`src/rtl/dsp_pkg.sv`:
```
package dsp_pkg;
  localparam int NUM_SLOTS = 2;
  localparam int NUM_UNITS = 5;
  localparam int UNIT_W    = 3;

  typedef enum logic [UNIT_W-1:0] {
    UNIT_ALU = 3'd0,
    UNIT_PRD = 3'd1,
    UNIT_MUL = 3'd2,
    UNIT_DIV = 3'd3,
    UNIT_LSU = 3'd4
  } unit_e;
endpackage

```
`src/rtl/dsp_unit_decode.sv`:
```
module dsp_unit_decode
  import dsp_pkg::*;
(
  input  logic [UNIT_W-1:0]    unit_i,
  input  logic [NUM_UNITS-1:0] rs_ready_i,
  input  logic                 map_ready_i,
  input  logic                 rob_ready_i,
  output logic [NUM_UNITS-1:0] onehot_o,
  output logic                 is_lsu_o,
  output logic                 targets_ready_o
);
  for (genvar u = 0; u < NUM_UNITS; u++) begin : g_dec
    assign onehot_o[u] = (unit_i == UNIT_W'(u));
  end

  assign is_lsu_o        = onehot_o[UNIT_LSU];
  // an illegal tag selects nothing, so no target is ever ready for it
  assign targets_ready_o = (|(onehot_o & rs_ready_i)) & (~is_lsu_o | map_ready_i) & rob_ready_i;
endmodule

```
`src/rtl/dsp_issue_gate.sv`:
```
module dsp_issue_gate #(
  parameter int READ_BUDGET = 4,
  localparam int SRC_W      = $clog2(READ_BUDGET + 1)
) (
  input  logic [1:0]            valid_i,
  input  logic [1:0]            rob_raw_i,
  input  logic                  dep_i,
  input  logic [1:0][SRC_W-1:0] nsrc_i,
  input  logic [1:0]            tgt_ready_i,
  output logic [1:0]            accept_o
);
  logic [SRC_W:0] reads_total;
  logic           fits;
  logic           s0_ok;
  logic           s1_ok;

  assign reads_total = {1'b0, nsrc_i[0]} + {1'b0, nsrc_i[1]};
  assign fits        = reads_total <= (SRC_W+1)'(READ_BUDGET);

  assign s0_ok = valid_i[0] & ~rob_raw_i[0] & tgt_ready_i[0];
  // in-order: slot 1 rides only on an accepted slot 0
  assign s1_ok = s0_ok & valid_i[1] & ~rob_raw_i[1] & ~dep_i & fits & tgt_ready_i[1];

  assign accept_o = {s1_ok, s0_ok};
endmodule

```
`src/rtl/dsp_rob_addr.sv`:
```
module dsp_rob_addr #(
  parameter int ROB_AW = 4
) (
  input  logic [ROB_AW-1:0]      alloc_i,
  input  logic                   redcmp_i,
  input  logic                   first_i,
  output logic [1:0][ROB_AW-1:0] idx_o
);
  logic share;

  assign share    = redcmp_i & ~first_i;
  assign idx_o[0] = alloc_i;
  assign idx_o[1] = share ? alloc_i : alloc_i + ROB_AW'(1);
endmodule

```
`src/rtl/dual_dispatch_ctrl.sv`:
```
module dual_dispatch_ctrl
  import dsp_pkg::*;
#(
  parameter int ROB_AW       = 4,
  parameter int READ_BUDGET  = 4,
  localparam int SRC_W       = $clog2(READ_BUDGET + 1)
) (
  input  logic [NUM_SLOTS-1:0]                slot_valid_i,
  input  logic [NUM_SLOTS-1:0][UNIT_W-1:0]    slot_unit_i,
  input  logic [NUM_SLOTS-1:0][SRC_W-1:0]     slot_nsrc_i,
  input  logic [NUM_SLOTS-1:0]                slot_rob_raw_i,
  input  logic                                slot1_dep_i,
  input  logic                                slot1_redcmp_i,
  input  logic                                slot1_first_i,
  input  logic [NUM_SLOTS-1:0][NUM_UNITS-1:0] rs_ready_i,
  input  logic [NUM_SLOTS-1:0]                map_ready_i,
  input  logic [NUM_SLOTS-1:0]                rob_ready_i,
  input  logic [ROB_AW-1:0]                   rob_alloc_i,
  output logic [NUM_SLOTS-1:0]                slot_ready_o,
  output logic [NUM_SLOTS-1:0][NUM_UNITS-1:0] rs_valid_o,
  output logic [NUM_SLOTS-1:0]                map_valid_o,
  output logic [NUM_SLOTS-1:0]                rob_valid_o,
  output logic [NUM_SLOTS-1:0][ROB_AW-1:0]    slot_rob_idx_o
);
  logic [NUM_SLOTS-1:0][NUM_UNITS-1:0] unit_oh;
  logic [NUM_SLOTS-1:0]                is_lsu;
  logic [NUM_SLOTS-1:0]                tgt_ready;
  logic [NUM_SLOTS-1:0]                accept;

  for (genvar s = 0; s < NUM_SLOTS; s++) begin : g_slot
    dsp_unit_decode u_dec (
      .unit_i          (slot_unit_i[s]),
      .rs_ready_i      (rs_ready_i[s]),
      .map_ready_i     (map_ready_i[s]),
      .rob_ready_i     (rob_ready_i[s]),
      .onehot_o        (unit_oh[s]),
      .is_lsu_o        (is_lsu[s]),
      .targets_ready_o (tgt_ready[s])
    );

    assign rs_valid_o[s]  = unit_oh[s] & {NUM_UNITS{accept[s]}};
    assign map_valid_o[s] = accept[s] & is_lsu[s];
  end

  dsp_issue_gate #(
    .READ_BUDGET (READ_BUDGET)
  ) u_gate (
    .valid_i     (slot_valid_i),
    .rob_raw_i   (slot_rob_raw_i),
    .dep_i       (slot1_dep_i),
    .nsrc_i      (slot_nsrc_i),
    .tgt_ready_i (tgt_ready),
    .accept_o    (accept)
  );

  dsp_rob_addr #(
    .ROB_AW (ROB_AW)
  ) u_rob_addr (
    .alloc_i  (rob_alloc_i),
    .redcmp_i (slot1_redcmp_i),
    .first_i  (slot1_first_i),
    .idx_o    (slot_rob_idx_o)
  );

  assign slot_ready_o = accept;
  assign rob_valid_o  = accept;
endmodule

```
`config.mk`:
```
export PLATFORM = sky130hd
export DESIGN_NAME = dual_dispatch_ctrl
export DESIGN_NICKNAME = d
export VERILOG_FILES = /design/src/rtl/dsp_pkg.sv /design/src/rtl/dsp_unit_decode.sv /design/src/rtl/dsp_issue_gate.sv /design/src/rtl/dsp_rob_addr.sv /design/src/rtl/dual_dispatch_ctrl.sv
export SDC_FILE = /design/constraint.sdc
export NUM_CORES = 1
export LEC_CHECK = 0
export ABC_AREA = 1
export BUFFER_PORTS_ARGS = -buffer_cell sky130_fd_sc_hd__buf_2
export CORE_MARGIN = 5
export CORE_UTILIZATION = 30
export DETAILED_ROUTE_END_ITERATION = 8
export GPL_ROUTABILITY_DRIVEN = 1
export GPL_TIMING_DRIVEN = 0
export PLACE_DENSITY = 0.75
export SETUP_SLACK_MARGIN = 0.4
export SYNTH_ARGS = -nofsm -noshare
export SYNTH_HDL_FRONTEND = slang
export SYNTH_SLANG_ARGS = --single-unit
```
`constraint.sdc`:
```
create_clock -name vclk -period 1.7
set_input_delay 0.255 -clock vclk [all_inputs]
set_output_delay 0.255 -clock vclk [all_outputs]
set_load 0.02 [all_outputs]
```
# After elaboration in Yosys (flattened, before gate mapping)
# Cells that the tools add are included.
# classes
n_eq_ne,8
add_sub_neg,2
shift,0
n_bitwise,26
n_div,0
mul,0
n_reduce_logical,4
order_cmp,1
n_mux,1
# op_table
operator,count
$and A5 B5 Y5,4
$and A1 B1 Y1,14
$eq A3 B2 Y1 const B,4
$reduce_or A5 Y1,2
$eq A3 B1 Y1 const B,2
$eq A3 B3 Y1 const B,2
$logic_not A3 Y1,2
$not A1 Y1,6
$add A3 B3 Y4,1
$add A4 B1 Y4 const B,1
$le A4 B3 Y1 const B,1
$mux W4,1
$or A1 B1 Y1,2
# word_totals
ff_bits,0
word_cells,42
memories,0
rom_bits,0
mem_bits_rw,0
latch_bits,0

# Logic depth before layout (Yosys ltp)
# Gate-level depths: netlist of the first run.
# depth
word_depth,12
mapped_depth,12
depth_no_buf,11

# By module
# From an unflattened synthesis of the first run, not the netlist that was laid out.
# unflattened
cells_unflattened,124
area_unflattened_um2,619.3
# by_module_without_submodules
mod,cells_per_inst,seq_area_each_um2,instances,area_each_um2
dsp_unit_decode,21,0.0,2,100.1
dsp_issue_gate,33,0.0,1,187.7
dsp_rob_addr,23,0.0,1,126.4
dual_dispatch_ctrl,26,0.0,1,105.1

# Worst setup path before layout of the first run
# Ideal clock, no wire load.
# synth_timing
kind,input to output
start,in slot_nsrc_i[0] in the netlist's numbering
end,out rs_valid_o[9] in the netlist's numbering
stages,12
setup_slack_ns,-0.454
path_buffers,1
arrival_ns,1.899
cell_sequence,ha_1 > fa_1 > inv_1 > nand2_1 > nand3_1 > nand2_1 > inv_1 > nand2_1 > nor2_2 > nand2_4 > nor2_1 > buf_4
# synth_rtl
item,line,text
start: declaration,dual_dispatch_ctrl.sv:10,"input logic [NUM_SLOTS-1:0][SRC_W-1:0] slot_nsrc_i,"
end: declaration,dual_dispatch_ctrl.sv:20,"output logic [NUM_SLOTS-1:0][NUM_UNITS-1:0] rs_valid_o,"

==> metrics.txt, run 1 <==
# TYPE chip_impl_metric gauge
chip_impl_metric{name="ratio_of_cells_with_drive_above_1_in_the_final_layout",unit="%"} 61.8
chip_impl_metric{name="dp_hpwl",unit="mm"} 1.57
chip_impl_metric{name="period_share",unit="%"} 119
chip_impl_metric{name="cp_max_fo",unit=""} 6
chip_impl_metric{name="finish.instance_area",unit="sq um"} 1190
chip_impl_metric{name="worst_slew_pin_slew",unit="ns"} 0.198
chip_impl_metric{name="synth_simple_gate_area_share",unit="%"} 54.1
chip_impl_metric{name="routed_wl",unit="mm"} 2.03
chip_impl_metric{name="post_synthesis_xor_xnor_area_fraction",unit="%"} 4.84
chip_impl_metric{name="die_outline_width",unit="um"} 52.5
chip_impl_metric{name="count_of_hold_buffers_inserted_by_post_cts_repair",unit=""} 0
chip_impl_metric{name="grt_remaining_overflow",unit=""} 0
chip_impl_metric{name="critical_path_arrival",unit="ns"} 1.76
chip_impl_metric{name="muxShareOfSynthArea",unit="%"} 0
chip_impl_metric{name="whs",unit="ns"} 0.810
chip_impl_metric{name="antenna_cells",unit=""} 0
chip_impl_metric{name="vias_per_cell",unit=""} 4.41
chip_impl_metric{name="maxSlewViolCount",unit=""} 0
chip_impl_metric{name="power_density",unit="nW/um^2"} 195
chip_impl_metric{name="wl_per_cell",unit="um"} 10.4
chip_impl_metric{name="fp.dieH",unit="um"} 52.5
chip_impl_metric{name="final_cell_count_without_fillers",unit=""} 195
chip_impl_info{name="layout_common_cells",value="buf_2, buf_4, nand2_1, buf_6, inv_1"} 1
chip_impl_metric{name="drc_errors",unit=""} 0
chip_impl_metric{name="syn_inst",unit=""} 102
chip_impl_metric{name="route.vias.total",unit=""} 860
chip_impl_metric{name="grtUsageTotal",unit="%"} 13.4
chip_impl_info{name="cp-endpoint",value="rs_valid_o[9]"} 1
chip_impl_metric{name="die-area",unit="sq um"} 2760
chip_impl_info{name="synth_largest_area_cell",value="buf_4"} 1
chip_impl_metric{name="start_util",unit="%"} 31.4
chip_impl_info{name="start_kind",value="input port"} 1
chip_impl_metric{name="postLayoutCoreUtil",unit="%"} 69.1
chip_impl_metric{name="timing.slew.headroom",unit="%"} 86.7
chip_impl_metric{name="max_stage_delay",unit="ns"} 0.44
chip_impl_info{name="hold_path_class",value="in -> out"} 1
chip_impl_metric{name="post_synth_fa_ha_maj_area_fraction",unit="%"} 12.9
chip_impl_info{name="slowest_stage",value="fa_1"} 1
chip_impl_metric{name="synth_top_area_share",unit="%"} 13.8
chip_impl_info{name="cpMostUsedCell",value="buf_6"} 1
chip_impl_info{name="final_common_cell",value="buf_2"} 1
chip_impl_metric{name="areaGrowthSynthToFinish",unit="%"} 120
chip_impl_metric{name="critical_path_required",unit="ns"} 1.44
chip_impl_metric{name="netlist-cell-type-count",unit=""} 18
chip_impl_metric{name="placed_area",unit="sq um"} 942
chip_impl_metric{name="boundaryPins",unit=""} 61
chip_impl_metric{name="layout_setup_ws",unit="ns"} -0.317
chip_impl_metric{name="synth_seq_area_share",unit="%"} 0
chip_impl_metric{name="seq_cell_count",unit=""} 0
chip_impl_info{name="outcome",value="complete, but fails checks"} 1
chip_impl_metric{name="cap_violations",unit=""} 0
chip_impl_metric{name="seq_area",unit="sq um"} 0
chip_impl_metric{name="final-setup-viol-count",unit=""} 8
chip_impl_metric{name="synth_warnings",unit=""} 0
chip_impl_metric{name="layout_clock_buffer_count",unit=""} 0
chip_impl_metric{name="static-leakage-power",unit="uW"} 0.000652
chip_impl_metric{name="postSynthAreaPerCell",unit="sq um"} 5.32
chip_impl_info{name="violated_checks",value="negative setup slack"} 1
chip_impl_metric{name="port-buffer-count",unit=""} 61
chip_impl_info{name="rsz_0062_raised_after_global_routing",value="true"} 1
chip_impl_info{name="crit_path_end_kind",value="output pin"} 1
chip_impl_metric{name="residual_antenna_violating_net_count_after_detailed_routing",unit=""} 0
chip_impl_metric{name="maximum_number_of_pins_on_one_net_before_global_route_repair",unit=""} 8
chip_impl_info{name="setup.worst_path.start",value="slot_nsrc_i[3]"} 1
chip_impl_metric{name="synth-compound-area-share",unit="%"} 1.84
chip_impl_metric{name="finalWorstPathRequiredPeriod",unit="ns"} 2.02
chip_impl_metric{name="placementRows",unit=""} 15
chip_impl_metric{name="first_global_vias",unit=""} 802
chip_impl_metric{name="vdd_ir_drop_max",unit="mV"} 0.163
chip_impl_info{name="chain_of_cells_forming_the_critical_path",value="buf_6 > ha_4 > fa_1 > inv_1 > nand2_1 > nand3_1 > nand2_1 > inv_1 > nand2_2 > nor2_4 > nand2_4 > nor2_4 > buf_6 > buf_6"} 1
chip_impl_metric{name="initial_antenna_violation_count",unit=""} 0
chip_impl_metric{name="synth_fp_nets",unit=""} 144
chip_impl_metric{name="fin_nets",unit=""} 214
chip_impl_metric{name="final_hold_viol_count",unit=""} 0
chip_impl_metric{name="drt_pre_antenna_iters",unit=""} 4
chip_impl_metric{name="core",unit="sq um"} 1730
chip_impl_metric{name="initialDrtViolationCount",unit=""} 8
chip_impl_info{name="synthTopCellsByArea",value="buf_4, nand3_1, nor2_1"} 1
chip_impl_metric{name="netlist_area",unit="sq um"} 543
chip_impl_metric{name="placed_cells_incl_taps",unit=""} 188
chip_impl_metric{name="grt_first_pass_wirelength",unit="mm"} 3.01
chip_impl_info{name="synth_top_family_by_area",value="simple AND/OR/NAND/NOR gates"} 1
chip_impl_metric{name="final_estimated_routing_congestion_in_global_placement",unit=""} 0.763
chip_impl_info{name="type_of_the_worst_setup_path",value="in -> out"} 1
chip_impl_metric{name="fmaxAchievable",unit="GHz"} 0.496
[worst max-delay path, delay by kind of cell]
kind,cells,cell delay (ns)
adders and majority gates,2,0.59
buffers and inverters,5,0.42
and+or+nand+nor,7,0.49
[per-stage QoR]
step                      setup TNS, ns  total power (uW)  setup slack [ns]
final                             -2.27               233            -0.317
after global routing              -3.15               255            -0.422
after CTS                         -2.50               217            -0.348
after detailed placement          -2.86               185            -0.420
after global placement            -2.68               181            -0.397
after floorplan                  -0.996               103            -0.188
[worst min-delay path by stage]
stage,start,to,slack (ns),cells after the start
floorplan,rob_alloc_i[0],slot_rob_idx_o[0],0.62,1
global route,rob_alloc_i[3],slot_rob_idx_o[7],0.83,3
CTS,rob_alloc_i[3],slot_rob_idx_o[7],0.81,3
global placement,rob_alloc_i[3],slot_rob_idx_o[7],0.81,3
finish,rob_alloc_i[3],slot_rob_idx_o[7],0.81,3
detailed placement,rob_alloc_i[3],slot_rob_idx_o[7],0.81,3
[metal layers]
layer	part of all wire [%]	global-route usage, %	vias to the layer above
li1	-	-	447
met4	0.94	0.426	0
met5	0	0	-
met1	36	13.7	370
met3	9.1	1.14	2
met2	54	29.5	41
[power breakdown]
group / switching [uW] / internal (uW) / leakage (uW)
logic: 120 / 113 / 0.000652
registers: 0 / 0 / 0
clock network: 0 / 0 / 0
[what timing repair did]
item | 4_1_cts | 5_1_grt
setup endpoints to repair | 17 | 17
endpoints found under the hold margin | 0 | 0
buffers inserted | 6 | 1
pin swaps | 9 | 2
resized for setup | 46 | 12
[cells in the mapped netlist (all sizes together)]
| cell type | count |
|---|---|
| a21oi | 1 |
| xor2 | 1 |
| nand3b | 1 |
| fa | 1 |
| nand3 | 15 |
| nor2 | 24 |
| ha | 4 |
| nand2 | 20 |
| inv | 18 |
| nand4 | 3 |
| nor3 | 1 |
| xnor2 | 2 |
| buf | 10 |
| o21ai | 1 |
[cell type report]
type | count | area, sq um
Multi-Input combinational cell | 74 | 509
Tap cell | 25 | 31.3
Buffer | 10 | 97.6
Inverter | 18 | 80.1
Fill cell | 155 | 533
Timing Repair Buffer | 68 | 475
[cell families after synthesis]
| logic type | count (synthesis) |
|---|---|
| and+or+nand+nor | 64 |
| AOI/OAI and AO/OA | 2 |
| adders and majority gates | 5 |
| xor gates and xnor gates | 3 |
| buffers and inverters | 28 |
Note: power is estimated with default switching activity, not from simulation.
==> run 2: changes to the inputs <==
--- a/config.mk
+++ b/config.mk
@@ -7,6 +7,8 @@
 export LEC_CHECK = 0
 export ABC_AREA = 1
 export BUFFER_PORTS_ARGS = -buffer_cell sky130_fd_sc_hd__buf_2
+export CAP_MARGIN = 30
+export CORE_ASPECT_RATIO = 1.2
 export CORE_MARGIN = 5
 export CORE_UTILIZATION = 30
 export DETAILED_ROUTE_END_ITERATION = 8
==> constraint.sdc (replaced) <==
create_clock -name vclk -period 1.7
set_input_delay 0.51 -clock vclk [all_inputs]
set_output_delay 0.51 -clock vclk [all_outputs]
set_load 0.02 [all_outputs]
==> metrics.txt, run 2 (same netlist as run 1, synthesis figures left out) <==
# TYPE chip_impl_metric gauge
chip_impl_info{name="outcome",value="complete, but fails checks"} 1
chip_impl_info{name="violated_checks",value="negative setup slack"} 1
chip_impl_metric{name="fmaxAchievable",unit="GHz"} 0.390
chip_impl_metric{name="power_density",unit="nW/um^2"} 215
chip_impl_metric{name="finalWorstPathRequiredPeriod",unit="ns"} 2.57
chip_impl_metric{name="ratio_of_cells_with_drive_above_1_in_the_final_layout",unit="%"} 70.7
chip_impl_metric{name="initialDrtViolationCount",unit=""} 35
chip_impl_metric{name="first_global_vias",unit=""} 881
chip_impl_metric{name="antenna_cells",unit=""} 0
chip_impl_metric{name="boundaryPins",unit=""} 61
chip_impl_metric{name="fp.dieH",unit="um"} 56.6
chip_impl_metric{name="seq_cell_count",unit=""} 0
chip_impl_metric{name="critical_path_arrival",unit="ns"} 2.06
chip_impl_info{name="final_common_cell",value="buf_6"} 1
chip_impl_metric{name="initial_antenna_violation_count",unit=""} 0
chip_impl_info{name="chain_of_cells_forming_the_critical_path",value="buf_8 > ha_4 > fa_2 > inv_1 > nand2_1 > nand3_1 > nand2_1 > inv_1 > nand2_2 > nor2_4 > nand2_4 > inv_4 > buf_6 > buf_6"} 1
chip_impl_metric{name="maximum_number_of_pins_on_one_net_before_global_route_repair",unit=""} 8
chip_impl_metric{name="die_outline_width",unit="um"} 48.8
chip_impl_metric{name="die-area",unit="sq um"} 2760
chip_impl_info{name="hold_path_startpoint",value="rob_alloc_i[2]"} 1
chip_impl_metric{name="final_layout_setup_total_negative_slack",unit="ns"} -9.50
chip_impl_metric{name="routed_wl",unit="mm"} 2.94
chip_impl_metric{name="vdd_ir_drop_max",unit="mV"} 0.179
chip_impl_info{name="slowest_stage",value="fa_2"} 1
chip_impl_metric{name="residual_antenna_violating_net_count_after_detailed_routing",unit=""} 0
chip_impl_metric{name="maxSlewViolCount",unit=""} 0
chip_impl_info{name="rsz_0062_raised_after_global_routing",value="true"} 1
chip_impl_metric{name="dp_hpwl",unit="mm"} 1.68
chip_impl_info{name="hold_path_class",value="in -> out"} 1
chip_impl_info{name="layout_common_cells",value="buf_6, buf_2, nor2_4"} 1
chip_impl_metric{name="layout_setup_ws",unit="ns"} -0.865
chip_impl_metric{name="fillers",unit=""} 83
chip_impl_metric{name="critical_path.n_buffers_inverters",unit=""} 6
chip_impl_metric{name="wl_per_cell",unit="um"} 15.3
chip_impl_metric{name="areaGrowthSynthToFinish",unit="%"} 178
chip_impl_metric{name="path_depth",unit=""} 14
chip_impl_info{name="type_of_the_worst_setup_path",value="in -> out"} 1
chip_impl_metric{name="final_estimated_routing_congestion_in_global_placement",unit=""} 0.739
chip_impl_metric{name="vias_per_cell",unit=""} 4.89
chip_impl_info{name="setup.worst_path.start",value="slot_nsrc_i[3]"} 1
chip_impl_metric{name="count_of_hold_buffers_inserted_by_post_cts_repair",unit=""} 0
chip_impl_metric{name="final-setup-viol-count",unit=""} 18
chip_impl_metric{name="drc_errors",unit=""} 0
chip_impl_info{name="crit_path_end_kind",value="output pin"} 1
chip_impl_metric{name="cp_max_fo",unit=""} 6
chip_impl_metric{name="period_share",unit="%"} 151
chip_impl_metric{name="grtUsageTotal",unit="%"} 16.4
chip_impl_metric{name="static-leakage-power",unit="uW"} 0.000751
chip_impl_metric{name="placementRows",unit=""} 16
chip_impl_metric{name="start_util",unit="%"} 32.3
chip_impl_metric{name="worst_slew_pin_slew",unit="ns"} 0.254
chip_impl_metric{name="drt_pre_antenna_iters",unit=""} 4
chip_impl_metric{name="placed_cells_incl_taps",unit=""} 181
chip_impl_metric{name="whs",unit="ns"} 1.28
chip_impl_metric{name="core",unit="sq um"} 1680
chip_impl_metric{name="timing.slew.headroom",unit="%"} 83.0
chip_impl_metric{name="fin_nets",unit=""} 218
chip_impl_info{name="cp-endpoint",value="rob_valid_o[1]"} 1
chip_impl_metric{name="final_hold_viol_count",unit=""} 0
chip_impl_metric{name="seq_area",unit="sq um"} 0
chip_impl_metric{name="max_stage_delay",unit="ns"} 0.51
chip_impl_metric{name="port-buffer-count",unit=""} 61
chip_impl_metric{name="critical_path_required",unit="ns"} 1.19
chip_impl_metric{name="layout_clock_buffer_count",unit=""} 0
chip_impl_metric{name="grt_first_pass_wirelength",unit="mm"} 3.84
chip_impl_info{name="timing.critical_path.max_delay_family",value="adder cells"} 1
chip_impl_metric{name="final_cell_count_without_fillers",unit=""} 192
chip_impl_metric{name="grt_remaining_overflow",unit=""} 0
chip_impl_info{name="start_kind",value="input port"} 1
chip_impl_metric{name="cap_violations",unit=""} 0
chip_impl_metric{name="route.vias.total",unit=""} 938
==> run 2: cell types whose count changed in the layout (fill, tap and decap cells not counted), moves of 3 or more <==
cell     delta
nand2_1     -4
buf_8       +3
buf_2      -16
buf_4       -6
nor2_4      +5
buf_6      +20
nor2_2      -3
buf_12      +3
==> run 2: metal layers <==
layer	routed length, um	GRT usage, %	up-vias
li1	-	-	452
met1	883	16.1	429
met2	1810	36.6	53
met3	226	1.85	4
met4	15	0	0
met5	0	0	-
==> run 2: layout make-up <==
| type | count | area, sq um | share of cell area (%) |
|---|---|---|---|
| Buffer | 10 | 113 | 7.45 |
| Inverter | 18 | 85.1 | 5.63 |
| Tap cell | 18 | 22.5 | 1.49 |
| Multi-Input combinational cell | 74 | 626 | 41.4 |
| Timing Repair Buffer | 72 | 666 | 44.0 |
==> run 2: worst min path at each step <==
stage,to,slack [ns],cells after the start
finish,slot_rob_idx_o[2],1.28,3
detailed placement,slot_rob_idx_o[7],1.38,3
global placement,slot_rob_idx_o[7],1.36,3
CTS,slot_rob_idx_o[7],1.30,3
global route,slot_rob_idx_o[2],1.29,3
floorplan,slot_rob_idx_o[7],1.09,1
==> run 2: what timing repair did <==
| action | 4_1_cts | 5_1_grt |
|---|---|---|
| setup endpoints to repair | 24 | 24 |
| pin swaps | 18 | 11 |
| resized for setup | 75 | 30 |
| setup buffers | 5 | 6 |
==> run 2: per-stage QoR <==
| step | power [uW] | worst slack (ns) | instance area [sq um] | util (%) |
|---|---|---|---|---|
| finish | 325 | -0.865 | 1510 | 89.9 |
| global route | 348 | -0.949 | 1510 | 89.9 |
| CTS | 284 | -0.853 | 1360 | 80.8 |
| detailed placement | 218 | -0.926 | 1060 | 63.0 |
| global placement | 211 | -0.904 | 1060 | 63.0 |
| floorplan | 126 | -0.698 | 732 | - |
==> run 2: worst min-delay path: stages <==
cell    delay (ns)
buf_12        0.08
buf_6         0.08
buf_6         0.10
==> run 2: where the power goes <==
group | leakage, uW | switching (uW) | internal [uW]
registers | 0 | 0 | 0
logic | 0.000751 | 154 | 171
clock network | 0 | 0 | 0
==> run 3: changes to the inputs <==
--- a/config.mk
+++ b/config.mk
@@ -15,7 +15,7 @@
 export GPL_ROUTABILITY_DRIVEN = 1
 export GPL_TIMING_DRIVEN = 0
 export PLACE_DENSITY = 0.75
-export SETUP_SLACK_MARGIN = 0.4
+export SETUP_SLACK_MARGIN = 0.15
 export SYNTH_ARGS = -nofsm -noshare
 export SYNTH_HDL_FRONTEND = slang
 export SYNTH_SLANG_ARGS = --single-unit
==> metrics.txt, run 3 (same netlist as run 1, synthesis figures left out) <==
# TYPE chip_impl_metric gauge
chip_impl_metric{name="final-setup-viol-count",unit=""} 17
chip_impl_metric{name="drc_errors",unit=""} 0
chip_impl_metric{name="port-buffer-count",unit=""} 61
chip_impl_info{name="outcome",value="complete, but fails checks"} 1
chip_impl_metric{name="layout_setup_ws",unit="ns"} -0.906
chip_impl_metric{name="dp_worst_setup_slack",unit="ns"} -0.913
chip_impl_metric{name="placed_cells_incl_taps",unit=""} 181
chip_impl_metric{name="final_cell_count_without_fillers",unit=""} 191
chip_impl_info{name="violated_checks",value="negative setup slack"} 1
chip_impl_metric{name="cp_max_fo",unit=""} 6
chip_impl_info{name="final_common_cell",value="buf_2"} 1
chip_impl_metric{name="wl_per_cell",unit="um"} 13.3
chip_impl_metric{name="fp.dieH",unit="um"} 56.6
chip_impl_info{name="crit_path_end_kind",value="output pin"} 1
chip_impl_metric{name="finalWorstPathRequiredPeriod",unit="ns"} 2.61
chip_impl_metric{name="initialDrtViolationCount",unit=""} 3
chip_impl_metric{name="power_density",unit="nW/um^2"} 206
chip_impl_metric{name="fillers",unit=""} 102
chip_impl_info{name="hold_path_class",value="in -> out"} 1
chip_impl_metric{name="antenna_cells",unit=""} 0
chip_impl_metric{name="multiInputGateArea",unit="sq um"} 591
chip_impl_metric{name="placementRows",unit=""} 16
chip_impl_info{name="worst_hold_path.endpoint",value="slot_rob_idx_o[7]"} 1
chip_impl_metric{name="timing.slew.headroom",unit="%"} 86.1
chip_impl_metric{name="ratio_of_cells_with_drive_above_1_in_the_final_layout",unit="%"} 68.2
chip_impl_metric{name="die_outline_width",unit="um"} 48.8
chip_impl_metric{name="worst_slew_pin_slew",unit="ns"} 0.207
chip_impl_metric{name="grt_first_pass_wirelength",unit="mm"} 3.53
chip_impl_metric{name="maxSlewViolCount",unit=""} 0
chip_impl_metric{name="dp_hpwl",unit="mm"} 1.62
chip_impl_info{name="chain_of_cells_forming_the_critical_path",value="buf_6 > ha_4 > fa_1 > inv_1 > nand2_1 > nand3_1 > nand2_1 > inv_1 > nand2_1 > nor2_2 > nand2_4 > nor2_4 > buf_6 > buf_6"} 1
chip_impl_info{name="hold_path_startpoint",value="rob_alloc_i[3]"} 1
chip_impl_metric{name="residual_antenna_violating_net_count_after_detailed_routing",unit=""} 0
chip_impl_metric{name="period_share",unit="%"} 153
chip_impl_metric{name="maximum_number_of_pins_on_one_net_before_global_route_repair",unit=""} 8
chip_impl_info{name="start_kind",value="input port"} 1
chip_impl_metric{name="final_layout_setup_total_negative_slack",unit="ns"} -9.44
chip_impl_metric{name="fin_nets",unit=""} 217
chip_impl_metric{name="grt_remaining_overflow",unit=""} 0
chip_impl_metric{name="count_of_hold_buffers_inserted_by_post_cts_repair",unit=""} 0
chip_impl_metric{name="seq_cell_count",unit=""} 0
chip_impl_metric{name="route.vias.total",unit=""} 875
chip_impl_info{name="slowest_stage",value="fa_1"} 1
chip_impl_metric{name="routed_wl",unit="mm"} 2.53
chip_impl_metric{name="areaGrowthSynthToFinish",unit="%"} 160
chip_impl_info{name="layout_common_cells",value="buf_2, buf_6, nand2_1"} 1
chip_impl_metric{name="static-leakage-power",unit="uW"} 0.000718
chip_impl_metric{name="final_hold_viol_count",unit=""} 0
chip_impl_metric{name="fmaxAchievable",unit="GHz"} 0.384
chip_impl_metric{name="finish.instance_area",unit="sq um"} 1410
chip_impl_metric{name="cap_violations",unit=""} 0
chip_impl_metric{name="boundaryPins",unit=""} 61
chip_impl_metric{name="postLayoutCoreUtil",unit="%"} 84.1
chip_impl_metric{name="worst_hold_path.num_cells",unit=""} 3
chip_impl_info{name="type_of_the_worst_setup_path",value="in -> out"} 1
chip_impl_metric{name="core",unit="sq um"} 1680
chip_impl_metric{name="placed_area",unit="sq um"} 977
chip_impl_metric{name="start_util",unit="%"} 32.3
chip_impl_metric{name="initial_antenna_violation_count",unit=""} 0
chip_impl_metric{name="die-area",unit="sq um"} 2760
chip_impl_metric{name="drt_pre_antenna_iters",unit=""} 4
chip_impl_metric{name="final_estimated_routing_congestion_in_global_placement",unit=""} 0.707
chip_impl_metric{name="seq_area",unit="sq um"} 0
chip_impl_metric{name="grtUsageTotal",unit="%"} 14.7
chip_impl_metric{name="critical_path_arrival",unit="ns"} 2.10
chip_impl_metric{name="vias_per_cell",unit=""} 4.58
chip_impl_metric{name="max_stage_delay",unit="ns"} 0.40
chip_impl_metric{name="vdd_ir_drop_max",unit="mV"} 0.185
chip_impl_info{name="rsz_0062_raised_after_global_routing",value="true"} 1
chip_impl_metric{name="critical_path_required",unit="ns"} 1.19
chip_impl_metric{name="first_global_vias",unit=""} 851
chip_impl_metric{name="layout_clock_buffer_count",unit=""} 0
## run 3: cell count changes in the layout (fill, tap and decap cells not counted), sizes merged
cell and delta:
buf -1, clkinv +1, inv -1
## run 3: worst max-delay path by stage
stage                         from             to  slack [ns]  depth (start not counted)
floorplan           slot_nsrc_i[0]  rs_valid_o[9]       -0.70                         12
global placement    slot_nsrc_i[0]  rs_valid_o[9]       -0.90                         14
detailed placement  slot_nsrc_i[0]  rs_valid_o[9]       -0.91                         14
CTS                 slot_nsrc_i[3]  rs_valid_o[9]       -0.85                         14
global route        slot_nsrc_i[3]  rs_valid_o[9]       -1.01                         14
finish              slot_nsrc_i[3]  rs_valid_o[9]       -0.91                         14
## run 3: final cells by class
| cell class | count | area share, % |
|---|---|---|
| tap | 18 | 1.59 |
| inverter | 18 | 5.84 |
| multi-input combinational | 74 | 41.8 |
| buffer | 10 | 6.90 |
| timing repair buffer | 71 | 43.9 |
## run 3: per-stage QoR
| stage | hold WS, ns | total power [uW] |
|---|---|---|
| 3_3_place_gp | 1.33 | 188 |
| 4_1_cts | 1.32 | 253 |
| 3_5_place_dp | 1.34 | 194 |
| 5_1_grt | 1.34 | 315 |
| 6_report | 1.33 | 292 |
| 2_1_floorplan | 1.11 | 110 |
## run 3: worst max-delay path: cells and delay by family
kind	cells	cell delay (ns)
simple gates	7	0.61
fa+ha+maj	2	0.55
buf+inv	5	0.44
## run 3: power by group
| part | leakage, uW | internal (uW) | switching (uW) |
|---|---|---|---|
| logic | 0.000718 | 151 | 141 |
| clock network | 0 | 0 | 0 |
| registers | 0 | 0 | 0 |
| total | 0.000718 | 151 | 141 |
## run 3: what timing repair did
| action | 4_1_cts | 5_1_grt |
|---|---|---|
| setup buffers | 7 | 3 |
| gates resized for setup | 74 | 18 |
| pin swaps | 19 | 14 |
| endpoints found under the setup margin | 20 | 20 |
## run 3: per-layer routing
layer,up-vias,share of wire [%],track usage [%]
li1,450,-,-
met1,398,30,15.5
met2,27,65,31.7
met3,0,4.6,1.06
met4,0,0,0
met5,-,0,0
